$ cat config.mk
export PLATFORM = sky130hd
export DESIGN_NAME = rotmask_unit
export DESIGN_NICKNAME = d
export VERILOG_FILES = /design/src/rtl/rotmask_pkg.sv /design/src/rtl/rotmask_rotl.sv /design/src/rtl/rotmask_maskgen.sv /design/src/rtl/rotmask_ctrl.sv /design/src/rtl/rotmask_unit.sv
export SDC_FILE = /design/constraint.sdc
export NUM_CORES = 1
export LEC_CHECK = 0
export BUFFER_PORTS_ARGS = -buffer_cell sky130_fd_sc_hd__buf_2
export CORE_ASPECT_RATIO = 0.75
export CORE_MARGIN = 8
export CORE_UTILIZATION = 30
export DETAILED_ROUTE_END_ITERATION = 6
export PLACE_DENSITY = 0.48
export SETUP_SLACK_MARGIN = 0.3
export SLEW_MARGIN = 10
export SYNTH_ARGS = -nofsm -noshare
export SYNTH_HDL_FRONTEND = slang
export SYNTH_HIERARCHICAL = 1
export SYNTH_SLANG_ARGS = --single-unit
$ cat constraint.sdc
create_clock -name vclk -period 12.1
set_clock_uncertainty 0.05 [all_clocks]
set_input_delay 1.815 -clock vclk [all_inputs]
set_output_delay 1.815 -clock vclk [all_outputs]
set_load 0.005 [all_outputs]
$ cat src/rtl/rotmask_pkg.sv
package rotmask_pkg;

   // Low two bits of the operation select
   typedef enum logic [1:0] {
      KIND_FIELDS = 2'd0,
      KIND_BOTH   = 2'd1,
      KIND_LEFT   = 2'd2,
      KIND_RIGHT  = 2'd3
   } rm_kind_e;

   localparam int OPSEL_W   = 3;
   localparam int OPSEL_INS = 2;

endpackage

$ cat src/rtl/rotmask_rotl.sv
// Logarithmic left rotator: one stage per amount bit
module rotmask_rotl #(
   parameter int XLEN = 64
) (
   input  logic [XLEN-1:0]         data_i,
   input  logic [$clog2(XLEN)-1:0] amt_i,
   output logic [XLEN-1:0]         data_o
);
   localparam int SHW = $clog2(XLEN);

   logic [XLEN-1:0] stage [SHW+1];

   assign stage[0] = data_i;

   for (genvar k = 0; k < SHW; k++) begin : g_stage
      localparam int STEP = 1 << k;
      assign stage[k+1] = amt_i[k]
         ? {stage[k][XLEN-1-STEP:0], stage[k][XLEN-1:XLEN-STEP]}
         : stage[k];
   end

   assign data_o = stage[SHW];

endmodule

$ cat src/rtl/rotmask_maskgen.sv
// Mask generator, MSB-first positions, wraps when start > stop
module rotmask_maskgen #(
   parameter int XLEN       = 64,
   parameter int MASK_STYLE = 0
) (
   input  logic [$clog2(XLEN)-1:0] start_i,
   input  logic [$clog2(XLEN)-1:0] stop_i,
   output logic [XLEN-1:0]         mask_o
);
   localparam int SHW = $clog2(XLEN);

   logic wrap;
   assign wrap = start_i > stop_i;

   if (MASK_STYLE == 0) begin : g_cmp
      // One comparator pair per position
      for (genvar p = 0; p < XLEN; p++) begin : g_pos
         localparam logic [SHW-1:0] POS = SHW'(p);
         logic ge_start;
         logic le_stop;
         assign ge_start = POS >= start_i;
         assign le_stop  = POS <= stop_i;
         assign mask_o[XLEN-1-p] = wrap ? (ge_start | le_stop)
                                        : (ge_start & le_stop);
      end
   end else begin : g_shift
      // Two right shifts of all-ones, XORed: gives the run between the bounds
      localparam logic [XLEN-1:0] ONES = '1;
      logic [XLEN-1:0] from_start;
      logic [XLEN-1:0] past_stop;
      logic [XLEN-1:0] run;
      assign from_start = ONES >> start_i;
      assign past_stop  = (ONES >> stop_i) >> 1;
      assign run        = from_start ^ past_stop;
      assign mask_o     = wrap ? ~run : run;
   end

endmodule

$ cat src/rtl/rotmask_ctrl.sv
// Field decode: rotate source, amount and mask bounds per mode
module rotmask_ctrl
   import rotmask_pkg::*;
#(
   parameter int XLEN = 64
) (
   input  logic [XLEN-1:0]         src_i,
   input  logic [$clog2(XLEN)-1:0] amt_i,
   input  logic [$clog2(XLEN)-1:0] mb_i,
   input  logic [$clog2(XLEN)-1:0] me_i,
   input  logic [OPSEL_W-1:0]      op_sel_i,
   input  logic                    word_i,
   output logic [XLEN-1:0]         rot_src_o,
   output logic [$clog2(XLEN)-1:0] rot_amt_o,
   output logic [$clog2(XLEN)-1:0] mstart_o,
   output logic [$clog2(XLEN)-1:0] mstop_o,
   output logic                    ins_en_o
);
   localparam int SHW  = $clog2(XLEN);
   localparam int HALF = XLEN / 2;

   // Field bit 0 carries the position's most significant bit
   function automatic logic [SHW-1:0] decode_field(input logic [SHW-1:0] f);
      return {f[0], f[SHW-1:1]};
   endfunction

   rm_kind_e         kind;
   logic [SHW-1:0]   mb_dec;
   logic [SHW-1:0]   me_dec;

   assign kind     = rm_kind_e'(op_sel_i[1:0]);
   assign mb_dec   = decode_field(mb_i);
   assign me_dec   = decode_field(me_i);
   assign ins_en_o = op_sel_i[OPSEL_INS];

   always_comb begin
      if (word_i) begin
         rot_src_o = {src_i[HALF-1:0], src_i[HALF-1:0]};
         rot_amt_o = {1'b0, amt_i[SHW-2:0]};
         // adding HALF to a value below HALF sets the top bit
         mstart_o  = {1'b1, mb_i[SHW-2:0]};
         mstop_o   = {1'b1, me_i[SHW-2:0]};
      end else begin
         rot_src_o = src_i;
         rot_amt_o = amt_i;
         unique case (kind)
            KIND_FIELDS: begin
               mstart_o = mb_dec;
               mstop_o  = me_dec;
            end
            KIND_BOTH: begin
               mstart_o = mb_dec;
               mstop_o  = ~amt_i;          // XLEN-1 minus amount
            end
            KIND_LEFT: begin
               mstart_o = mb_dec;
               mstop_o  = '1;
            end
            default: begin
               mstart_o = '0;
               mstop_o  = me_dec;
            end
         endcase
      end
   end

endmodule

$ cat src/rtl/rotmask_unit.sv
// Rotate and mask unit, top level
module rotmask_unit
   import rotmask_pkg::*;
#(
   parameter int XLEN       = 64,
   parameter int MASK_STYLE = 0,
   localparam int SHW       = $clog2(XLEN)
) (
   input  logic [XLEN-1:0]    src_i,
   input  logic [XLEN-1:0]    ins_i,
   input  logic [SHW-1:0]     amt_i,
   input  logic [SHW-1:0]     mb_i,
   input  logic [SHW-1:0]     me_i,
   input  logic [OPSEL_W-1:0] op_sel_i,
   input  logic               word_i,
   output logic [XLEN-1:0]    res_o,
   output logic               carry_o
);
   if (XLEN < 8 || (XLEN & (XLEN - 1)) != 0) begin : g_bad_xlen
      $error("rotmask_unit: XLEN must be a power of two of at least 8");
   end
   if (MASK_STYLE != 0 && MASK_STYLE != 1) begin : g_bad_style
      $error("rotmask_unit: MASK_STYLE must be 0 or 1");
   end

   logic [XLEN-1:0] rot_src_w;
   logic [SHW-1:0]  rot_amt_w;
   logic [SHW-1:0]  mstart_w;
   logic [SHW-1:0]  mstop_w;
   logic            ins_en_w;
   logic [XLEN-1:0] rot_w;
   logic [XLEN-1:0] mask_w;
   logic [XLEN-1:0] fill_w;

   rotmask_ctrl #(.XLEN(XLEN)) u_ctrl (
      .src_i    (src_i),
      .amt_i    (amt_i),
      .mb_i     (mb_i),
      .me_i     (me_i),
      .op_sel_i (op_sel_i),
      .word_i   (word_i),
      .rot_src_o(rot_src_w),
      .rot_amt_o(rot_amt_w),
      .mstart_o (mstart_w),
      .mstop_o  (mstop_w),
      .ins_en_o (ins_en_w)
   );

   rotmask_rotl #(.XLEN(XLEN)) u_rotl (
      .data_i(rot_src_w),
      .amt_i (rot_amt_w),
      .data_o(rot_w)
   );

   rotmask_maskgen #(.XLEN(XLEN), .MASK_STYLE(MASK_STYLE)) u_mask (
      .start_i(mstart_w),
      .stop_i (mstop_w),
      .mask_o (mask_w)
   );

   assign fill_w  = ins_en_w ? ins_i : '0;
   assign res_o   = (rot_w & mask_w) | (fill_w & ~mask_w);
   assign carry_o = 1'b0;

endmodule

==> flow_metrics.py, run 1 <==
metrics = {
    "status": {
        "outcome": "complete, no violations",
    },
    "logic_synthesis": {
        "yosys.area.top_type": "mux4_2",
        "synth_seq_area_share": 0,
        "syn_area_per_cell_sq_um": 9.94,
        "yosysMostFrequentCell": "mux4_2",
        "netlist_area_sq_um": 8400,
        "synth_common_cells": "189 x mux4_2, 175 x nand2_1, 62 x maj3_1",
        "synthCells": 845,
        "synth.distinct_cells": 38,
        "ys.warnings.count": 6,
        "yosysTopAreaCellShare": 0.507,
        "ys_top_cells_by_area": "mux4_2 51%, nand2_1 7.8%, maj3_1 7.4%",
        "syn_nets": 1004,
    },
    "pwr": {
        "swShare": 0.548,
        "pwr_density_cell_nw_per_um2": 77.7,
        "p_seq_frac": 0,
        "cellInternalPower_uw": 320,
        "p_switching_uw": 389,
        "pwr-share-clk": 0,
        "p_leak_uw": 0.00346,
        "power_frac_comb": 1.000,
        "vdd_drop_max_v": 0.0000392,
    },
    "worst_setup_path": {
        "critPathMaxStageDelay_ns": 0.90,
        "start_kind": "input port",
        "crit_chain": "buf_2 -> buf_4 -> nor2b_1 -> o22ai_1 -> o21ai_0 -> inv_1 -> ha_1 -> and4_4 -> o21ai_2 -> a32oi_4 -> buf_4 -> maj3_1 -> nand2_1 -> o21ai_1 -> buf_2",
        "crit_buf_inv": 5,
        "worst_setup_path_end_kind": "output port",
        "crit_fanout": 65,
        "worstSetupPathType": "input port to output port",
        "cpLargestDelayFamily": "buffers and inverters",
        "critPathRequiredTime_ns": 10.23,
        "cp.arrival_ns": 6.46,
        "critPathSlowestCell": "o21ai_0",
    },
    "routing": {
        "detail_route.wl_per_cell_um": 26.8,
        "drt_iter0_drc": 1296,
        "vias": 8181,
        "drt-total-wl_um": 34900,
        "ant_nets": 0,
        "first_pass_iters": 7,
        "drc": 0,
        "via_per_inst": 6.28,
    },
    "grt": {
        "grt_first_pass_wirelength_um": 51600,
        "grt_use_total": 0.195,
        "first_global_vias": 7739,
        "overflow": 0,
        "grt_max_degree": 66,
        "antenna_found_initial": 1,
    },
    "layout": {
        "antenna_cells": 0,
        "seq_area_sq_um": 0,
        "seq_cells": 0,
        "areaGrowthSynthToFinish_pct": 8.78,
        "n_fill_cell": 2955,
        "clkbuf_count": 0,
        "final_nets": 1107,
        "drive_gt1_frac": 0.480,
        "stdcell_count": 1303,
    },
    "placed_design": {
        "io_buffers": 214,
        "dpl.hpwl_um": 29100,
        "place_inst": 1303,
        "gp_routability_congestion": 1.00,
        "dp_slack_ns": 4.01,
    },
    "floorplan": {
        "ioPinCount": 215,
        "start_util": 0.302,
        "dieArea_sq_um": 33600,
        "rows": 53,
        "core_sq_um": 27800,
        "die_width_um": 209,
        "die_height_um": 161,
    },
    "min_path": {
        "min_path_type": "input port to output port",
    },
    "timing": {
        "finalHoldViolCount": 0,
        "tns_ns": 0,
        "tightest_slew_ns": 1.22,
        "fin_crit_sh": 0.688,
        "slew_headroom": 0.187,
        "setup_viol": 0,
        "max_freq_mhz": 120,
        "fin_ws_ns": 3.78,
        "rsz0062_at_grt": "false",
        "drv_slew": 0,
        "whs_ns": 3.89,
        "period_needed_ns": 8.32,
    },
    "job": {
        "drv_cap": 0,
    },
    "cts": {
        "cts_resized": 0,
        "cts_setup_buffers": 0,
        "cts_hold_buf": 0,
    },
}
[cell usage in the layout, fill, tap and decap left out, types with 13 or more instances in the layout]
master	n
buf_2	212
mux4_2	189
nand2_1	175
o21ai_1	63
maj3_1	62
o21ai_0	38
nor2_1	35
mux2_4	32
a21oi_1	30
inv_1	15
buf_4	13
[power groups by stage]
stage | sequential [uW] | clock, uW | combinational, uW
2_1_floorplan | 0 | 0 | 475
3_3_place_gp | 0 | 0 | 697
3_5_place_dp | 0 | 0 | 697
4_1_cts | 0 | 0 | 699
5_1_grt | 0 | 0 | 754
6_report | 0 | 0 | 709
[worst min-delay path: stages]
cell and delay, ns:
buf_2 0.09, nand2_1 0.05, o21ai_1 0.05, buf_2 0.12
[per-stage QoR]
step / power [uW] / utilization / area, sq um
2_1_floorplan: 475 / - / 8400
3_3_place_gp: 697 / 0.329 / 9130
3_5_place_dp: 697 / 0.329 / 9130
4_1_cts: 699 / 0.329 / 9130
5_1_grt: 754 / 0.329 / 9130
6_report: 709 / 0.329 / 9130
[routing by layer]
metal	global-route usage	wire length, um
met2	0.281	14600
met5	0	10
met3	0.0493	4250
met4	0.0205	505
met1	0.297	15500
[cells by family (layout without fill, tap and decap cells)]
logic type	Yosys count	in the layout	synth area share
buffers and inverters	140	241	0.111
other	1	1	0.000447
AOI/OAI and AO/OA	157	157	0.103
adders and majority gates	71	71	0.0873
and+or+nand+nor	252	252	0.124
muxes	224	224	0.574
[path summary, 6_finish.rpt]
path	start	endpoint	cells past startpoint
setup / recovery	amt_i[4]	res_o[58]	15
hold / removal	ins_i[31]	res_o[31]	4
[area by class of cell]
cell class                 count  area (sq um)  share of cell area
timing repair buffer         225          1160               0.127
multi-input combinational    705          7470               0.818
tap                          357           447              0.0489
inverter                      16          60.1             0.00658
No activity file was read; power rests on OpenSTA's default activity.
==> inputs of run 2 (changes only) <==
--- a/config.mk
+++ b/config.mk
@@ -10,7 +10,7 @@
 export CORE_MARGIN = 8
 export CORE_UTILIZATION = 30
 export DETAILED_ROUTE_END_ITERATION = 6
-export PLACE_DENSITY = 0.48
+export PLACE_DENSITY = 0.5
 export SETUP_SLACK_MARGIN = 0.3
 export SLEW_MARGIN = 10
 export SYNTH_ARGS = -nofsm -noshare
==> constraint.sdc (replaced) <==
create_clock -name vclk -period 7.6
set_clock_uncertainty 0.05 [all_clocks]
set_input_delay 1.14 -clock vclk [all_inputs]
set_output_delay 1.14 -clock vclk [all_outputs]
set_load 0.005 [all_outputs]
==> run 2 against run 1 <==
Routed wire length fell by 0.30%. Combinational power rose by 59%. Sequential share of layout area did not move. Via count fell by 0.97%. Worst setup slack got worse by 2.0 ns. Cell count rose by 0.61%. Global-route usage barely moved. Count of clock-buffer cells in the layout did not move. Core utilization rose by 0.26 points. Critical path depth rose by 1. Highest routed layer unchanged.
==> flow_metrics.py, run 2 (synthesized netlist as in run 1, its figures left out) <==
metrics = {
    "timing": {
        "rsz0062_at_grt": "false",
        "fin_crit_sh": 0.764,
        "finalHoldViolCount": 0,
        "max_freq_mhz": 172,
        "tns_ns": 0,
        "setup_viol": 0,
        "tightest_slew_ns": 1.04,
        "period_needed_ns": 5.81,
        "whs_ns": 2.54,
        "slew_headroom": 0.309,
        "drv_slew": 0,
    },
    "layout": {
        "antenna_cells": 0,
        "seq_cells": 0,
        "final_cell_mix": "212 x buf_2, 189 x mux4_2, 175 x nand2_1",
        "final_util": 0.331,
        "drive_gt1_frac": 0.484,
        "final_nets": 1115,
        "layout_commonest_cell": "buf_2",
        "stdcell_count": 1311,
        "areaGrowthSynthToFinish_pct": 9.64,
        "seq_area_sq_um": 0,
        "clkbuf_count": 0,
    },
    "worst_setup_path": {
        "worst_setup_path_end_kind": "output port",
        "crit_chain": "buf_2 -> inv_1 -> ha_1 -> or2_1 -> o22ai_1 -> o21ai_0 -> buf_4 -> inv_1 -> ha_1 -> and4_4 -> o21ai_2 -> a32oi_4 -> buf_4 -> maj3_1 -> o21ai_1 -> buf_2",
        "cp.arrival_ns": 4.62,
        "crit_fanout": 39,
        "critPathSlowestCell": "maj3_1",
        "crit_buf_inv": 6,
        "worstSetupPathType": "input port to output port",
        "cpLargestDelayFamily": "buffers and inverters",
        "critPathRequiredTime_ns": 6.41,
        "critPathMaxStageDelay_ns": 0.47,
        "start_kind": "input port",
    },
    "routing": {
        "drc": 0,
        "vias": 8102,
        "via_per_inst": 6.18,
        "first_pass_iters": 6,
        "drt-total-wl_um": 34800,
        "detail_route.wl_per_cell_um": 26.5,
        "ant_nets": 0,
        "drt_iter0_drc": 979,
    },
    "placed_design": {
        "io_buffers": 214,
        "dpl.hpwl_um": 29500,
        "gp_routability_congestion": 0.919,
        "place_inst": 1311,
    },
    "min_path": {
        "min_path_type": "input port to output port",
        "hold_depth": 4,
        "hp-start": "ins_i[33]",
        "hold_end": "res_o[33]",
    },
    "grt": {
        "grt_max_degree": 65,
        "overflow": 0,
        "grt_first_pass_wirelength_um": 51600,
        "first_global_vias": 7733,
        "antenna_found_initial": 2,
        "grt_use_total": 0.195,
    },
    "floorplan": {
        "ioPinCount": 215,
        "start_util": 0.302,
        "rows": 53,
        "core_sq_um": 27800,
        "die_height_um": 161,
        "die_width_um": 209,
        "dieArea_sq_um": 33600,
    },
    "pwr": {
        "p_leak_uw": 0.00350,
        "vdd_drop_max_v": 0.0000427,
        "pwr_density_cell_nw_per_um2": 123,
    },
    "cts": {
        "cts_setup_buffers": 0,
        "cts_hold_buf": 0,
        "cts_resized": 0,
    },
    "job": {
        "drv_cap": 0,
    },
    "status": {
        "outcome": "complete, no violations",
    },
}
## run 2: cell count changes in the layout (fill, tap and decap cells not counted)
cell	previous run	this run
o21ai_1	63	62
buf_12	0	1
o21ai_0	38	39
buf_4	13	20
## run 2: per-layer routing
layer	up-vias	GRT usage	wire length (um)
met2	548	0.288	14900
met4	4	0.0217	465
met1	4021	0.292	15300
li1	3499	-	-
met5	-	0	23
met3	30	0.0467	4060
## run 2: stage by stage
step / setup slack (ns) / total power, uW / instance area, sq um
5_1_grt: 1.65 / 1210 / 9210
6_report: 1.79 / 1130 / 9210
3_3_place_gp: 1.90 / 1120 / 9210
2_1_floorplan: 2.44 / 756 / 8400
4_1_cts: 1.84 / 1120 / 9210
3_5_place_dp: 1.84 / 1120 / 9210
## run 2: worst max-delay path by stage
| stage | startpoint | end | slack [ns] | depth (start not counted) |
|---|---|---|---|---|
| floorplan | op_sel_i[0] | res_o[1] | 2.44 | 15 |
| global placement | op_sel_i[0] | res_o[6] | 1.90 | 16 |
| detailed placement | op_sel_i[0] | res_o[6] | 1.84 | 16 |
| CTS | op_sel_i[0] | res_o[6] | 1.84 | 16 |
| global route | op_sel_i[0] | res_o[6] | 1.65 | 16 |
| finish | op_sel_i[0] | res_o[6] | 1.79 | 16 |
## run 2: worst min-delay path: cells and delay by family
kind,cells,cell delay (ns)
buffers and inverters,2,0.21
AO/OA/AOI/OAI,1,0.05
AND/OR/NAND/NOR,1,0.05
## run 2: power breakdown
part	switching, uW	total [uW]	internal [uW]
logic	618	1130	516
registers	0	0	0
clock network	0	0	0
## run 2: final cells by class
| class | count | area, sq um |
|---|---|---|
| Fill cell | 2892 | 18600 |
| Inverter | 16 | 60.1 |
| Multi-Input combinational cell | 705 | 7470 |
| Tap cell | 357 | 447 |
| Timing Repair Buffer | 233 | 1230 |
==> inputs of run 3 (changes only) <==
--- a/config.mk
+++ b/config.mk
@@ -5,12 +5,13 @@
 export SDC_FILE = /design/constraint.sdc
 export NUM_CORES = 1
 export LEC_CHECK = 0
+export ABC_AREA = 1
 export BUFFER_PORTS_ARGS = -buffer_cell sky130_fd_sc_hd__buf_2
 export CORE_ASPECT_RATIO = 0.75
 export CORE_MARGIN = 8
 export CORE_UTILIZATION = 30
 export DETAILED_ROUTE_END_ITERATION = 6
-export PLACE_DENSITY = 0.5
+export PLACE_DENSITY = 0.48
 export SETUP_SLACK_MARGIN = 0.3
 export SLEW_MARGIN = 10
 export SYNTH_ARGS = -nofsm -noshare
==> constraint.sdc (replaced) <==
create_clock -name vclk -period 5.8
set_clock_uncertainty 0.05 [all_clocks]
set_input_delay 0.87 -clock vclk [all_inputs]
set_output_delay 0.87 -clock vclk [all_outputs]
set_load 0.005 [all_outputs]
==> run 3 against run 2 <==
Routed wire length grew 58%. Highest routed layer unchanged. Sequential share of layout area is the same. Die area grew 6.3%. Count of clock-buffer cells in the layout is the same. Critical endpoint is now res_o[37]. Largest power group unchanged. Global-route usage grew 9.8 points. Critical path depth grew 5. Core utilization shrank 0.095 points.
==> flow_metrics.py, run 3 <==
metrics = {
    "logic_synthesis": {
        "synth_xor_area_frac": 0,
        "syn_area_per_cell_sq_um": 4.52,
        "yosys.area.top_type": "nand2_1",
        "synth_top_family_by_area": "simple AND/OR/NAND/NOR gates",
        "yosys.area_share.simple": 0.754,
        "synth_common_cells": "863 x nand2_1, 624 x nand3_1, 128 x inv_1",
        "synth.distinct_cells": 33,
        "synth-adder-area-share": 0.0125,
        "yosysMostFrequentCell": "nand2_1",
        "synthCells": 1984,
        "netlist_area_sq_um": 8970,
        "ys.warnings.count": 6,
        "syn_nets": 2143,
        "yosysTopAreaCellShare": 0.361,
        "synth-compound-area-share": 0.0619,
        "ys_top_cells_by_area": "nand2_1 36%, nand3_1 35%, inv_1 5.4%",
        "synth_seq_area_share": 0,
        "synth_mux_area_frac": 0,
    },
    "layout": {
        "clkbuf_count": 0,
        "antenna_cells": 0,
        "seq_cells": 0,
        "final_cell_mix": "863 x nand2_1, 624 x nand3_1, 214 x buf_2",
        "final_util": 0.330,
        "drive_gt1_frac": 0.136,
        "seq_area_sq_um": 0,
        "layout_commonest_cell": "nand2_1",
        "stdcell_count": 2480,
        "final_nets": 2242,
        "areaGrowthSynthToFinish_pct": 9.69,
    },
    "worst_setup_path": {
        "crit_path_start": "op_sel_i[0]",
        "worstSetupPathType": "input port to output port",
        "start_kind": "input port",
        "crit_fanout": 30,
        "cp.arrival_ns": 4.07,
        "critPathRequiredTime_ns": 4.88,
        "worst_setup_path_end_kind": "output port",
    },
    "grt": {
        "grt_first_pass_wirelength_um": 81200,
        "grt_max_degree": 66,
        "busiest_layer": "met1",
        "overflow": 0,
        "grt_use_total": 0.293,
        "grt_use_met1": 0.426,
        "first_global_vias": 12500,
        "met3_usage": 0.113,
        "grtUsageMet2": 0.393,
        "antenna_found_initial": 0,
    },
    "min_path": {
        "min_path_type": "input port to output port",
        "hp-start": "ins_i[53]",
        "hold_end": "res_o[53]",
        "hold_depth": 4,
    },
    "floorplan": {
        "core_sq_um": 29800,
        "start_util": 0.301,
        "die_width_um": 216,
        "rows": 55,
        "ioPinCount": 215,
        "dieArea_sq_um": 35800,
        "die_height_um": 166,
    },
    "pwr": {
        "vdd_drop_max_v": 0.0000655,
        "p_leak_uw": 0.00587,
        "pwr_density_cell_nw_per_um2": 151,
    },
    "timing": {
        "whs_ns": 1.98,
        "fin_crit_sh": 0.861,
        "setup_viol": 0,
        "tns_ns": 0,
        "drv_slew": 0,
        "finalHoldViolCount": 0,
        "tightest_slew_ns": 1.05,
        "slew_headroom": 0.301,
        "max_freq_mhz": 200,
        "rsz0062_at_grt": "false",
        "period_needed_ns": 4.99,
        "fin_ws_ns": 0.806,
    },
    "cts": {
        "cts_setup_buffers": 0,
        "cts_hold_buf": 0,
        "cts_resized": 0,
    },
    "placed_design": {
        "dp_slack_ns": 0.858,
        "dpl.hpwl_um": 45800,
        "place_inst": 2480,
        "io_buffers": 214,
        "gp_routability_congestion": 0.986,
    },
    "routing": {
        "via_per_inst": 5.46,
        "first_pass_iters": 5,
        "detail_route.wl_per_cell_um": 22.2,
        "ant_nets": 0,
        "vias": 13500,
        "drt-total-wl_um": 55000,
        "drt_iter0_drc": 1688,
        "drc": 0,
    },
    "job": {
        "drv_cap": 0,
    },
    "status": {
        "outcome": "complete, no violations",
    },
}
-- run 3: cell types whose count changed in the layout (fill, tap and decap cells not counted), sizes merged, moves of 9 or more --
cell	previous run	this run
mux2	32	0
inv	15	139
maj3	62	0
o21ai	102	38
a21oi	30	48
nor2	35	73
buf	233	253
mux4	192	0
nor2b	9	0
nand2	175	867
nand3	5	624
-- run 3: metal layers --
metal,routed length [um],up-vias
met4,1330,2
met1,26100,6222
met5,115,-
met2,20700,627
met3,6700,68
li1,-,6619
-- run 3: cell families after synthesis --
logic type | after synthesis
and+or+nand+nor | 1575
buffers and inverters | 297
AOI/OAI and AO/OA | 102
adders and majority gates | 9
other | 1
-- run 3: layout make-up --
cell class	count	area (sq um)
fill	3690	20000
inverter	141	532
multi-input combinational	1687	7450
tap	399	499
timing repair buffer	253	1360
-- run 3: critical path, cell delays in order --
cell,delay (ns)
buf_2,0.10
inv_1,0.04
ha_1,0.41
nor2_2,0.22
nand2_1,0.10
nand2_1,0.08
nand2_1,0.23
inv_2,0.34
ha_1,0.31
nand2_1,0.07
nand2_1,0.05
nand2_1,0.09
nand3_1,0.12
nand2_1,0.10
buf_4,0.34
nand2_1,0.10
nand2_1,0.16
inv_1,0.06
nand3_1,0.06
nand2_1,0.06
buf_2,0.12
-- run 3: how the worst max path moves through the flow --
stage	endpoint	slack [ns]
after floorplan	res_o[28]	1.74
after global placement	res_o[11]	0.82
after detailed placement	res_o[0]	0.86
after CTS	res_o[11]	0.84
after global routing	res_o[0]	0.42
final	res_o[37]	0.81
-- run 3: metrics by stage --
stage	instance area, sq um	power (uW)
after floorplan	8970	915
after global placement	9840	1460
after detailed placement	9840	1450
after CTS	9840	1450
after global routing	9840	1640
final	9840	1490
-- run 3: power breakdown --
group / internal, uW / switching [uW] / total (uW)
clock network: 0 / 0 / 0
registers: 0 / 0 / 0
logic: 441 / 1040 / 1490
